File: src/rtl/chan_reg_pkg.sv
package chan_reg_pkg;
  localparam int ST_W     = 16;
  localparam int B_RUN    = 15;
  localparam int B_PAUSE  = 14;
  localparam int B_FLUSH  = 13;
  localparam int B_WAKE   = 12;
  localparam int B_DEAD   = 11;
  localparam int B_ACTIVE = 10;
  localparam int B_BRANCH = 8;
  // bits a control write may touch: run, pause, flush, wake, device status
  localparam logic [ST_W-1:0] WRITABLE = 16'hF0FF;

  localparam int CTL_ADDR  = 0;
  localparam int STAT_ADDR = 1;
  localparam int PTR_ADDR  = 2;
  localparam int SEL_BASE  = 3;
  localparam int NUM_SEL   = 3;

  typedef struct packed {
    logic               ctlWr;
    logic               ptrWr;
    logic [NUM_SEL-1:0] selWr;
  } regStrobe_t;
endpackage

File: src/rtl/chan_reg_ctrl.sv
module chan_reg_ctrl
  import chan_reg_pkg::*;
#(
  parameter int ADDR_W = 3
) (
  input  logic              wrEn,
  input  logic [ADDR_W-1:0] addr,
  input  logic              chanActive,
  output regStrobe_t        strb
);
  logic ptrHit;

  assign ptrHit     = wrEn && (addr == ADDR_W'(PTR_ADDR));
  assign strb.ctlWr = wrEn && (addr == ADDR_W'(CTL_ADDR));
  assign strb.ptrWr = ptrHit && !chanActive;

  for (genvar g = 0; g < NUM_SEL; g++) begin : gSelDec
    assign strb.selWr[g] = wrEn && (addr == ADDR_W'(SEL_BASE + g));
  end
endmodule

File: src/rtl/chan_reg_data.sv
module chan_reg_data
  import chan_reg_pkg::*;
#(
  parameter int DATA_W  = 32,
  parameter int ADDR_W  = 3,
  parameter int PTR_LSB = 4
) (
  input  logic                           clk,
  input  logic                           rstN,
  input  regStrobe_t                     strb,
  input  logic [DATA_W-1:0]              wdata,
  input  logic [ADDR_W-1:0]              addr,
  input  logic                           seqHalt,
  input  logic                           seqKill,
  input  logic                           seqBranch,
  input  logic                           seqBranchTaken,
  output logic [ST_W-1:0]                status,
  output logic [DATA_W-1:0]              cmdPtr,
  output logic [NUM_SEL-1:0][DATA_W-1:0] selRegs,
  output logic [DATA_W-1:0]              rdata,
  output logic                           flushReq,
  output logic                           kickReq,
  output logic                           fetchReq
);
  localparam int MASK_LO = ST_W;

  logic [ST_W-1:0] wrMask;
  logic [ST_W-1:0] wrVal;
  logic [ST_W-1:0] ctlStatus;
  logic [ST_W-1:0] nextStatus;
  logic            runMasked;
  logic            flushHit;

  assign wrMask    = wdata[MASK_LO +: ST_W] & WRITABLE;
  assign wrVal     = wdata[ST_W-1:0];
  assign runMasked = wdata[MASK_LO + B_RUN];
  assign flushHit  = strb.ctlWr && wdata[MASK_LO + B_FLUSH] && wdata[B_FLUSH];

  // control write result, before sequencer events
  always_comb begin
    ctlStatus = (status & ~wrMask) | (wrVal & wrMask);
    if (runMasked) ctlStatus[B_ACTIVE] = wrVal[B_RUN];
  end

  always_comb begin
    nextStatus = strb.ctlWr ? ctlStatus : status;
    if (seqBranch) nextStatus[B_BRANCH] = seqBranchTaken;
    if (seqHalt)   nextStatus[B_ACTIVE] = 1'b0;
    if (seqKill) begin
      nextStatus[B_DEAD]   = 1'b1;
      nextStatus[B_ACTIVE] = 1'b0;
    end
  end

  always_ff @(posedge clk) begin
    if (!rstN) begin
      status   <= '0;
      flushReq <= 1'b0;
      kickReq  <= 1'b0;
    end else begin
      status   <= nextStatus;
      flushReq <= flushHit;
      kickReq  <= strb.ctlWr && (ctlStatus != status);
    end
  end

  always_ff @(posedge clk) begin
    if (!rstN) begin
      cmdPtr   <= '0;
      fetchReq <= 1'b0;
    end else begin
      fetchReq <= strb.ptrWr;
      if (strb.ptrWr) cmdPtr <= {wdata[DATA_W-1:PTR_LSB], PTR_LSB'(0)};
    end
  end

  for (genvar g = 0; g < NUM_SEL; g++) begin : gSel
    always_ff @(posedge clk) begin
      if (!rstN)             selRegs[g] <= '0;
      else if (strb.selWr[g]) selRegs[g] <= wdata;
    end
  end

  always_comb begin
    rdata = '0;
    if (addr == ADDR_W'(CTL_ADDR) || addr == ADDR_W'(STAT_ADDR))
      rdata = DATA_W'(status);
    else if (addr == ADDR_W'(PTR_ADDR))
      rdata = cmdPtr;
    for (int i = 0; i < NUM_SEL; i++)
      if (addr == ADDR_W'(SEL_BASE + i)) rdata = selRegs[i];
  end

  // unmasked pause keeps its value across a control write
  assert_masked_hold_R1: assert property (@(posedge clk) disable iff (!rstN)
    (strb.ctlWr && !wdata[MASK_LO + B_PAUSE]) |=> (status[B_PAUSE] == $past(status[B_PAUSE])));

  assert_run_active_R2: assert property (@(posedge clk) disable iff (!rstN)
    (strb.ctlWr && runMasked && wrVal[B_RUN] && !seqHalt && !seqKill) |=> status[B_ACTIVE]);

  assert_no_dead_write_R3: assert property (@(posedge clk) disable iff (!rstN)
    (strb.ctlWr && !seqKill && !status[B_DEAD]) |=> !status[B_DEAD]);

  assert_flush_req_R4: assert property (@(posedge clk) disable iff (!rstN)
    (strb.ctlWr && wdata[MASK_LO + B_FLUSH] && wdata[B_FLUSH]) |=> (flushReq && status[B_FLUSH]));

  assert_fetch_R7: assert property (@(posedge clk) disable iff (!rstN)
    strb.ptrWr |=> (fetchReq && cmdPtr[DATA_W-1:PTR_LSB] == $past(wdata[DATA_W-1:PTR_LSB])));

  assert_kill_R9: assert property (@(posedge clk) disable iff (!rstN)
    seqKill |=> (status[B_DEAD] && !status[B_ACTIVE]));
endmodule

File: src/rtl/chan_ctrl_regs.sv
module chan_ctrl_regs
  import chan_reg_pkg::*;
#(
  parameter int DATA_W  = 32,
  parameter int ADDR_W  = 3,
  parameter int PTR_LSB = 4
) (
  input  logic              clk,
  input  logic              rstN,
  input  logic              regWrEn,
  input  logic [ADDR_W-1:0] regAddr,
  input  logic [DATA_W-1:0] regWdata,
  output logic [DATA_W-1:0] regRdata,
  input  logic              seqHalt,
  input  logic              seqKill,
  input  logic              seqBranch,
  input  logic              seqBranchTaken,
  output logic [ST_W-1:0]   statusOut,
  output logic [DATA_W-1:0] cmdPtr,
  output logic [DATA_W-1:0] intSel,
  output logic [DATA_W-1:0] branchSel,
  output logic [DATA_W-1:0] waitSel,
  output logic              flushReq,
  output logic              kickReq,
  output logic              fetchReq
);
  regStrobe_t                     strb;
  logic [NUM_SEL-1:0][DATA_W-1:0] selRegs;

  chan_reg_ctrl #(.ADDR_W(ADDR_W)) i_ctrl (
    .wrEn       (regWrEn),
    .addr       (regAddr),
    .chanActive (statusOut[B_ACTIVE]),
    .strb       (strb)
  );

  chan_reg_data #(.DATA_W(DATA_W), .ADDR_W(ADDR_W), .PTR_LSB(PTR_LSB)) i_data (
    .clk            (clk),
    .rstN           (rstN),
    .strb           (strb),
    .wdata          (regWdata),
    .addr           (regAddr),
    .seqHalt        (seqHalt),
    .seqKill        (seqKill),
    .seqBranch      (seqBranch),
    .seqBranchTaken (seqBranchTaken),
    .status         (statusOut),
    .cmdPtr         (cmdPtr),
    .selRegs        (selRegs),
    .rdata          (regRdata),
    .flushReq       (flushReq),
    .kickReq        (kickReq),
    .fetchReq       (fetchReq)
  );

  assign intSel    = selRegs[0];
  assign branchSel = selRegs[1];
  assign waitSel   = selRegs[2];

  assert_ptr_lock_R6: assert property (@(posedge clk) disable iff (!rstN)
    (regWrEn && regAddr == ADDR_W'(PTR_ADDR) && statusOut[B_ACTIVE]) |=> ($stable(cmdPtr) && !fetchReq));
endmodule

File: config.mk
export PLATFORM = sky130hd
export DESIGN_NAME = chan_ctrl_regs
export DESIGN_NICKNAME = d
export VERILOG_FILES = /design/src/rtl/chan_reg_pkg.sv /design/src/rtl/chan_reg_ctrl.sv /design/src/rtl/chan_reg_data.sv /design/src/rtl/chan_ctrl_regs.sv
export SDC_FILE = /design/constraint.sdc
export NUM_CORES = 1
export LEC_CHECK = 0
export CAP_MARGIN = 20
export CORE_AREA = 2 2 94 187
export CTS_CLUSTER_DIAMETER = 100
export DETAILED_ROUTE_END_ITERATION = 8
export DIE_AREA = 0 0 96 189
export PLACE_DENSITY = 0.73
export SYNTH_ARGS = -nofsm -noshare
export SYNTH_HDL_FRONTEND = slang
export SYNTH_SLANG_ARGS = --single-unit
File: constraint.sdc
create_clock -name clk -period 4.3 [get_ports clk]
set_input_delay 0.86 -clock clk [delete_from_list [all_inputs] [get_ports clk]]
set_output_delay 0.86 -clock clk [all_outputs]
set_load 0.1 [all_outputs]
==> results.yml, run 1 <==
die:
  rows: 67
  die_y_um: 189
  io_pins: 221
  die_w_um: 96
  dieArea_um2: 18140
  initial_utilization: 0.3962
  core_area_um2: 16680
timing:
  fmaxAchievable_mhz: 279.5
  tightest_slew_ns: 1.061
  maxSlewViolCount: 0
  rsz0062_at_grt: "false"
  hold_viol: 0
  slew_headroom: 0.2903
  finalCriticalPeriod_ns: 3.577
  holdWs_ns: 0.4668
  setup_viol: 0
  fin_crit_sh: 0.8319
  fin_skew_ns: 0.01701
worst_setup_path:
  max_stage_delay_ns: 0.69
  cp_max_fo: 8
  path_class: "in -> out"
  start_kind: "input port"
  rrSetupSlack_ns: 2.46
  worstPathCellList: "clkdlybuf4s50_1, nor2b_1, a22o_1, nand2_1, o21ai_0, buf_12"
  worstPathRequired_ns: 3.44
  cpMaxStageDelayCell: "clkdlybuf4s50_1"
  worstPathArrival_ns: 2.72
  end_kind: "output port"
finish:
  multiInputGateArea_um2: 3447
  diodes: 0
  fin_util: 0.5816
  design_area_um2: 9703
  final_nets: 1023
  drive_above_1_share: 0.08451
  syn_to_final_growth_pct: 46.82
  num-fill-cells: 1437
  seqCellArea_um2: 2843
route:
  vias: 6377
  drcViolationCount: 0
  wirelength_met1_um: 8219
  met3_length_um: 976
  avgRoutedWirePerCell_um: 19.03
  routed.top_layer: "met4"
  ant_nets: 0
  firstDrtPassIters: 5
  first_iter_violations: 299
  wl_met2_um: 12740
  totalWireLength_um: 22850
  vias_per_cell: 5.310
synth:
  ys_seq_elements: 142
  synth_top_cells_by_area: "dfxtp_1, nand2_1, a21boi_0, mux2i_1, a21boi_1"
  synth_top_area_frac: 0.4301
  synth_largest_area_cell: "dfxtp_1"
  netlist-cell-type-count: 34
  syn_inst: 802
  seq_area_frac_synth: 0.4301
  syn_area_um2: 6609
  synth_area_per_cell_um2: 8.240
  synth_warnings: 0
placed_design:
  portBuffers: 215
  dpl_cell_area_um2: 9129
  place_congestion: 0.8566
  hpwl_um: 16150
clock_network:
  cts_buffer_depth: 2
  cts_made_buffers: 17
  htreeDepth: 4
  clk_pin_slew_ns: 0.06
  clk_latency_ns: 0.43
  cts_tree: "built"
  holdBufCountCts: 0
  clock-sinks: 142
  cts_resized: 0
  cts_root_buf: "clkbuf_16"
  post_cts_buffers: 0
grt:
  grt_max_degree: 109
  track_usage: 0.2557
  grt_pass1_vias: 6250
  overflow: 0
  grt_pass1_wl_um: 35190
  antenna_found_initial: 0
flow_run:
  max_cap_viol_count: 0
power_and_ir_drop:
  p_leak_nw: 3.404
  vdd_drop_max_mv: 0.2458
  powerDensity_nw_per_um2: 352.8
worst_hold_path:
  hold_path.class: "reg -> reg"
status:
  status: "finished, final reports clean"
-- logic make-up (layout without fill, tap and decap cells) --
group                  Yosys count  count (layout)  synth area share
AND/OR/NAND/NOR                326             326            0.1986
AO/OA/AOI/OAI                  192             192            0.2081
flip-flops                     142             142            0.4301
buffers and inverters           69             257           0.05566
multiplexers                    61              61           0.09239
XOR/XNOR                        11              11           0.01458
other                            1               5         0.0005674
-- path summary, 6_finish.rpt --
check	startpoint	to	cells past startpoint
setup / recovery	regAddr[1]	regRdata[0]	6
hold / removal	i_data.selRegs[73]$_SDFFE_PN0P_	i_data.selRegs[73]$_SDFFE_PN0P_	2
hold reg to reg	i_data.selRegs[73]$_SDFFE_PN0P_	i_data.selRegs[73]$_SDFFE_PN0P_	2
setup reg to reg	i_data.status[10]$_SDFFE_PP0P_	i_data.cmdPtr[14]$_SDFFE_PN0P_	4
-- synth_stat cells, drive strengths merged --
cell type / n
a31oi: 1
buf: 41
nor2b: 3
a21o: 1
nand3: 16
o21a: 1
o21ai: 15
o22ai: 28
or3: 2
clkbuf: 28
nand2b: 3
and3: 1
a21oi: 1
a22oi: 2
mux2i: 61
dfxtp: 142
nor2: 5
and2: 1
conb: 1
a21boi: 136
nor4b: 1
a222oi: 1
a221oi: 1
or2: 1
nand2: 292
xor2: 11
nor3: 1
a22o: 5
-- cells in the final DEF (no fill, tap or decap), drive strengths merged, types with 11 or more instances in the layout --
cell type,count
nand3,16
o22ai,28
mux2i,61
nand2,292
o21ai,15
clkdlybuf4s50,181
a21boi,136
dfxtp,142
clkbuf,19
xor2,11
buf,44
-- cell type report --
cell class / instances / share of cell area
repair buffers: 225 / 0.2659
flip-flops and latches: 142 / 0.2930
clock inverters: 13 / 0.01354
well taps: 207 / 0.02669
multi-input cells: 595 / 0.3553
clock buffers: 19 / 0.04565
-- critical path, delay by kind of cell --
| kind | cells | cell delay, ns |
|---|---|---|
| buffers and inverters | 2 | 0.92 |
| and+or+nand+nor | 2 | 0.51 |
| AOI/OAI and AO/OA | 2 | 0.42 |
-- power breakdown --
| part | internal, W | switching (W) |
|---|---|---|
| Clock | 0.000823 | 0.000609 |
| Combinational | 0.000178 | 0.000444 |
| Sequential | 0.00134 | 0.0000253 |
-- metal layers --
| metal | track usage | vias to the layer above |
|---|---|---|
| met2 | 0.4709 | 243 |
| met1 | 0.2711 | 3037 |
| met4 | 0.1225 | 0 |
| met5 | 0 | - |
| li1 | - | 3040 |
| met3 | 0.04138 | 57 |
-- sequential cells by signal, summed over array words and instances (netlist names) --
| signal | count |
|---|---|
| i_data.selRegs | 96 |
| i_data.cmdPtr | 28 |
| i_data.status | 15 |
| i_data.fetchReq | 1 |
| i_data.flushReq | 1 |
| i_data.kickReq | 1 |
-- stage by stage --
stage | TNS, ns | total power (W) | setup WS, ns | std cells
4_1_cts | 0 | 0.003441 | 0.7356 | 1201
3_3_place_gp | 0 | 0.002015 | 0.8382 | 1169
6_report | 0 | 0.003423 | 0.7228 | 1201
2_1_floorplan | -0.3597 | 0.001819 | -0.08991 | 806
5_1_grt | 0 | 0.003528 | 0.6737 | 1201
3_5_place_dp | 0 | 0.002019 | 0.7791 | 1169
(Power assumes the default switching activity.)
==> run 2: changes to the inputs <==
==> constraint.sdc (replaced) <==
create_clock -name clk -period 3.71 [get_ports clk]
set_input_delay 0.742 -clock clk [delete_from_list [all_inputs] [get_ports clk]]
set_output_delay 0.742 -clock clk [all_outputs]
set_load 0.1 [all_outputs]
==> results.yml, run 2 (synthesis gave the netlist of run 1 again) <==
clock_network:
  post_cts_buffers: 0
  cts_root_buf: "clkbuf_16"
  clock-sinks: 142
  cts_tree: "built"
  cts_buffer_depth: 2
  cts_made_buffers: 17
  htreeDepth: 4
  clk_latency_ns: 0.42
  cts_resized: 0
  holdBufCountCts: 0
  clk_pin_slew_ns: 0.06
die:
  core_area_um2: 16680
  rows: 67
  die_y_um: 189
  dieArea_um2: 18140
  die_w_um: 96
  io_pins: 221
  initial_utilization: 0.3962
worst_hold_path:
  worstHoldStart: "i_data.selRegs[75]$_SDFFE_PN0P_"
  hold_path.class: "reg -> reg"
  whs_path_depth: 2
  hold_end: "i_data.selRegs[75]$_SDFFE_PN0P_"
power_and_ir_drop:
  p_leak_nw: 3.490
  vdd_drop_max_mv: 0.3545
  p_total_w: 0.004052
  powerDensity_nw_per_um2: 412.5
timing:
  rsz0062_at_grt: "false"
  slew_headroom: 0.2774
  maxSlewViolCount: 0
  finalCriticalPeriod_ns: 3.269
  fmaxAchievable_mhz: 305.9
  hold_viol: 0
  setup_viol: 0
  tightest_slew_ns: 1.081
  fin_skew_ns: 0.008092
  fin_crit_sh: 0.8810
route:
  totalWireLength_um: 23590
  drcViolationCount: 0
  ant_nets: 0
  first_iter_violations: 302
  avgRoutedWirePerCell_um: 19.41
  firstDrtPassIters: 5
  vias_per_cell: 5.334
  vias: 6481
grt:
  antenna_found_initial: 0
  grt_pass1_vias: 6332
  overflow: 0
  grt_max_degree: 82
  track_usage: 0.2618
  grt_pass1_wl_um: 35970
worst_setup_path:
  worstPathRequired_ns: 2.97
  cp_max_fo: 8
  start_kind: "input port"
  rrSetupSlack_ns: 1.97
  worstPathArrival_ns: 2.53
  r2r.worst_path.cells: 4
  worstReg2RegEnd: "i_data.cmdPtr[5]$_SDFFE_PN0P_"
  regToRegStartpoint: "i_data.status[10]$_SDFFE_PP0P_"
  end_kind: "output port"
  path_class: "in -> out"
finish:
  design_area_um2: 9823
  largest_register_ffs: 96
  top_regs: "i_data.selRegs (96), i_data.cmdPtr (28), i_data.status (15)"
  largest_register: "i_data.selRegs"
  diodes: 0
  drive_above_1_share: 0.1002
  mostFrequentLayoutCell: "nand2_1"
  final_nets: 1037
  layout_common_cells: "nand2_1, clkdlybuf4s50_1, dfxtp_1"
  syn_to_final_growth_pct: 48.64
placed_design:
  hpwl_um: 17110
  dpl_cell_area_um2: 9226
  portBuffers: 215
  place_congestion: 0.8409
flow_run:
  max_cap_viol_count: 0
status:
  status: "finished, final reports clean"
-- run 2: changes by cell type in the layout (fill, tap and decap cells not counted) --
cell / before / now
clkdlybuf4s50_1: 181 / 178
buf_4: 9 / 26
inv_6: 4 / 5
clkinvlp_4: 5 / 4
clkinv_4: 2 / 1
bufinv_16: 1 / 2
-- run 2: routing by layer --
layer	track usage	wire [um]	part of all wire	vias up
met2	0.4888	13160	0.56	222
met3	0.03661	1019	0.043	56
met5	0	0	0	-
met4	0.1363	1077	0.046	0
li1	-	-	-	3075
met1	0.2700	8330	0.35	3128
-- run 2: critical path: stages --
cell	delay [ns]
clkdlybuf4s50_1	0.69
nor2b_1	0.42
a22o_1	0.21
nand2_1	0.05
o21ai_0	0.18
buf_12	0.22
-- run 2: area by class of cell --
class / count / area [um2]
fillers: 1467 / 6859
multi-input cells: 595 / 3447
flip-flops and latches: 142 / 2843
repair buffers: 239 / 2678
clock buffers: 19 / 442.9
well taps: 207 / 259.0
clock inverters: 13 / 153.9
-- run 2: how the worst max path moves through the flow --
stage | start | end | depth (start not counted)
4_1_cts | regAddr[1] | regRdata[0] | 6
2_1_floorplan | regAddr[0] | regRdata[0] | 4
3_3_place_gp | regAddr[1] | regRdata[0] | 6
3_5_place_dp | regAddr[1] | regRdata[0] | 6
6_report | regAddr[1] | regRdata[0] | 6
5_1_grt | regAddr[1] | regRdata[1] | 6
-- run 2: per-stage QoR --
step	setup TNS [ns]	setup WS, ns	util	hold slack (ns)	cells
after CTS	0	0.4537	0.5888	0.4721	1215
after global routing	0	0.3636	0.5888	0.4983	1215
final	0	0.4413	0.5888	0.4731	1215
after global placement	0	0.4962	0.5531	0.4550	1183
after floorplan	-1.776	-0.4439	-	0.4582	806
after detailed placement	0	0.4634	0.5531	0.4638	1183
-- run 2: report_power, final --
group	switching, W	leakage (nW)	internal (W)
Clock	0.000710	0.280	0.00102
Sequential	0.0000293	1.15	0.00156
Combinational	0.000519	2.06	0.000212
==> run 3: changes to the inputs <==
--- a/config.mk
+++ b/config.mk
@@ -5,12 +5,12 @@
 export SDC_FILE = /design/constraint.sdc
 export NUM_CORES = 1
 export LEC_CHECK = 0
-export CAP_MARGIN = 20
 export CORE_AREA = 2 2 94 187
 export CTS_CLUSTER_DIAMETER = 100
 export DETAILED_ROUTE_END_ITERATION = 8
 export DIE_AREA = 0 0 96 189
 export PLACE_DENSITY = 0.73
+export SETUP_SLACK_MARGIN = 0.1
 export SYNTH_ARGS = -nofsm -noshare
 export SYNTH_HDL_FRONTEND = slang
 export SYNTH_SLANG_ARGS = --single-unit
==> results of run 3 <==
Same layout as run 2: the final DEF is identical, and so are final timing and power.
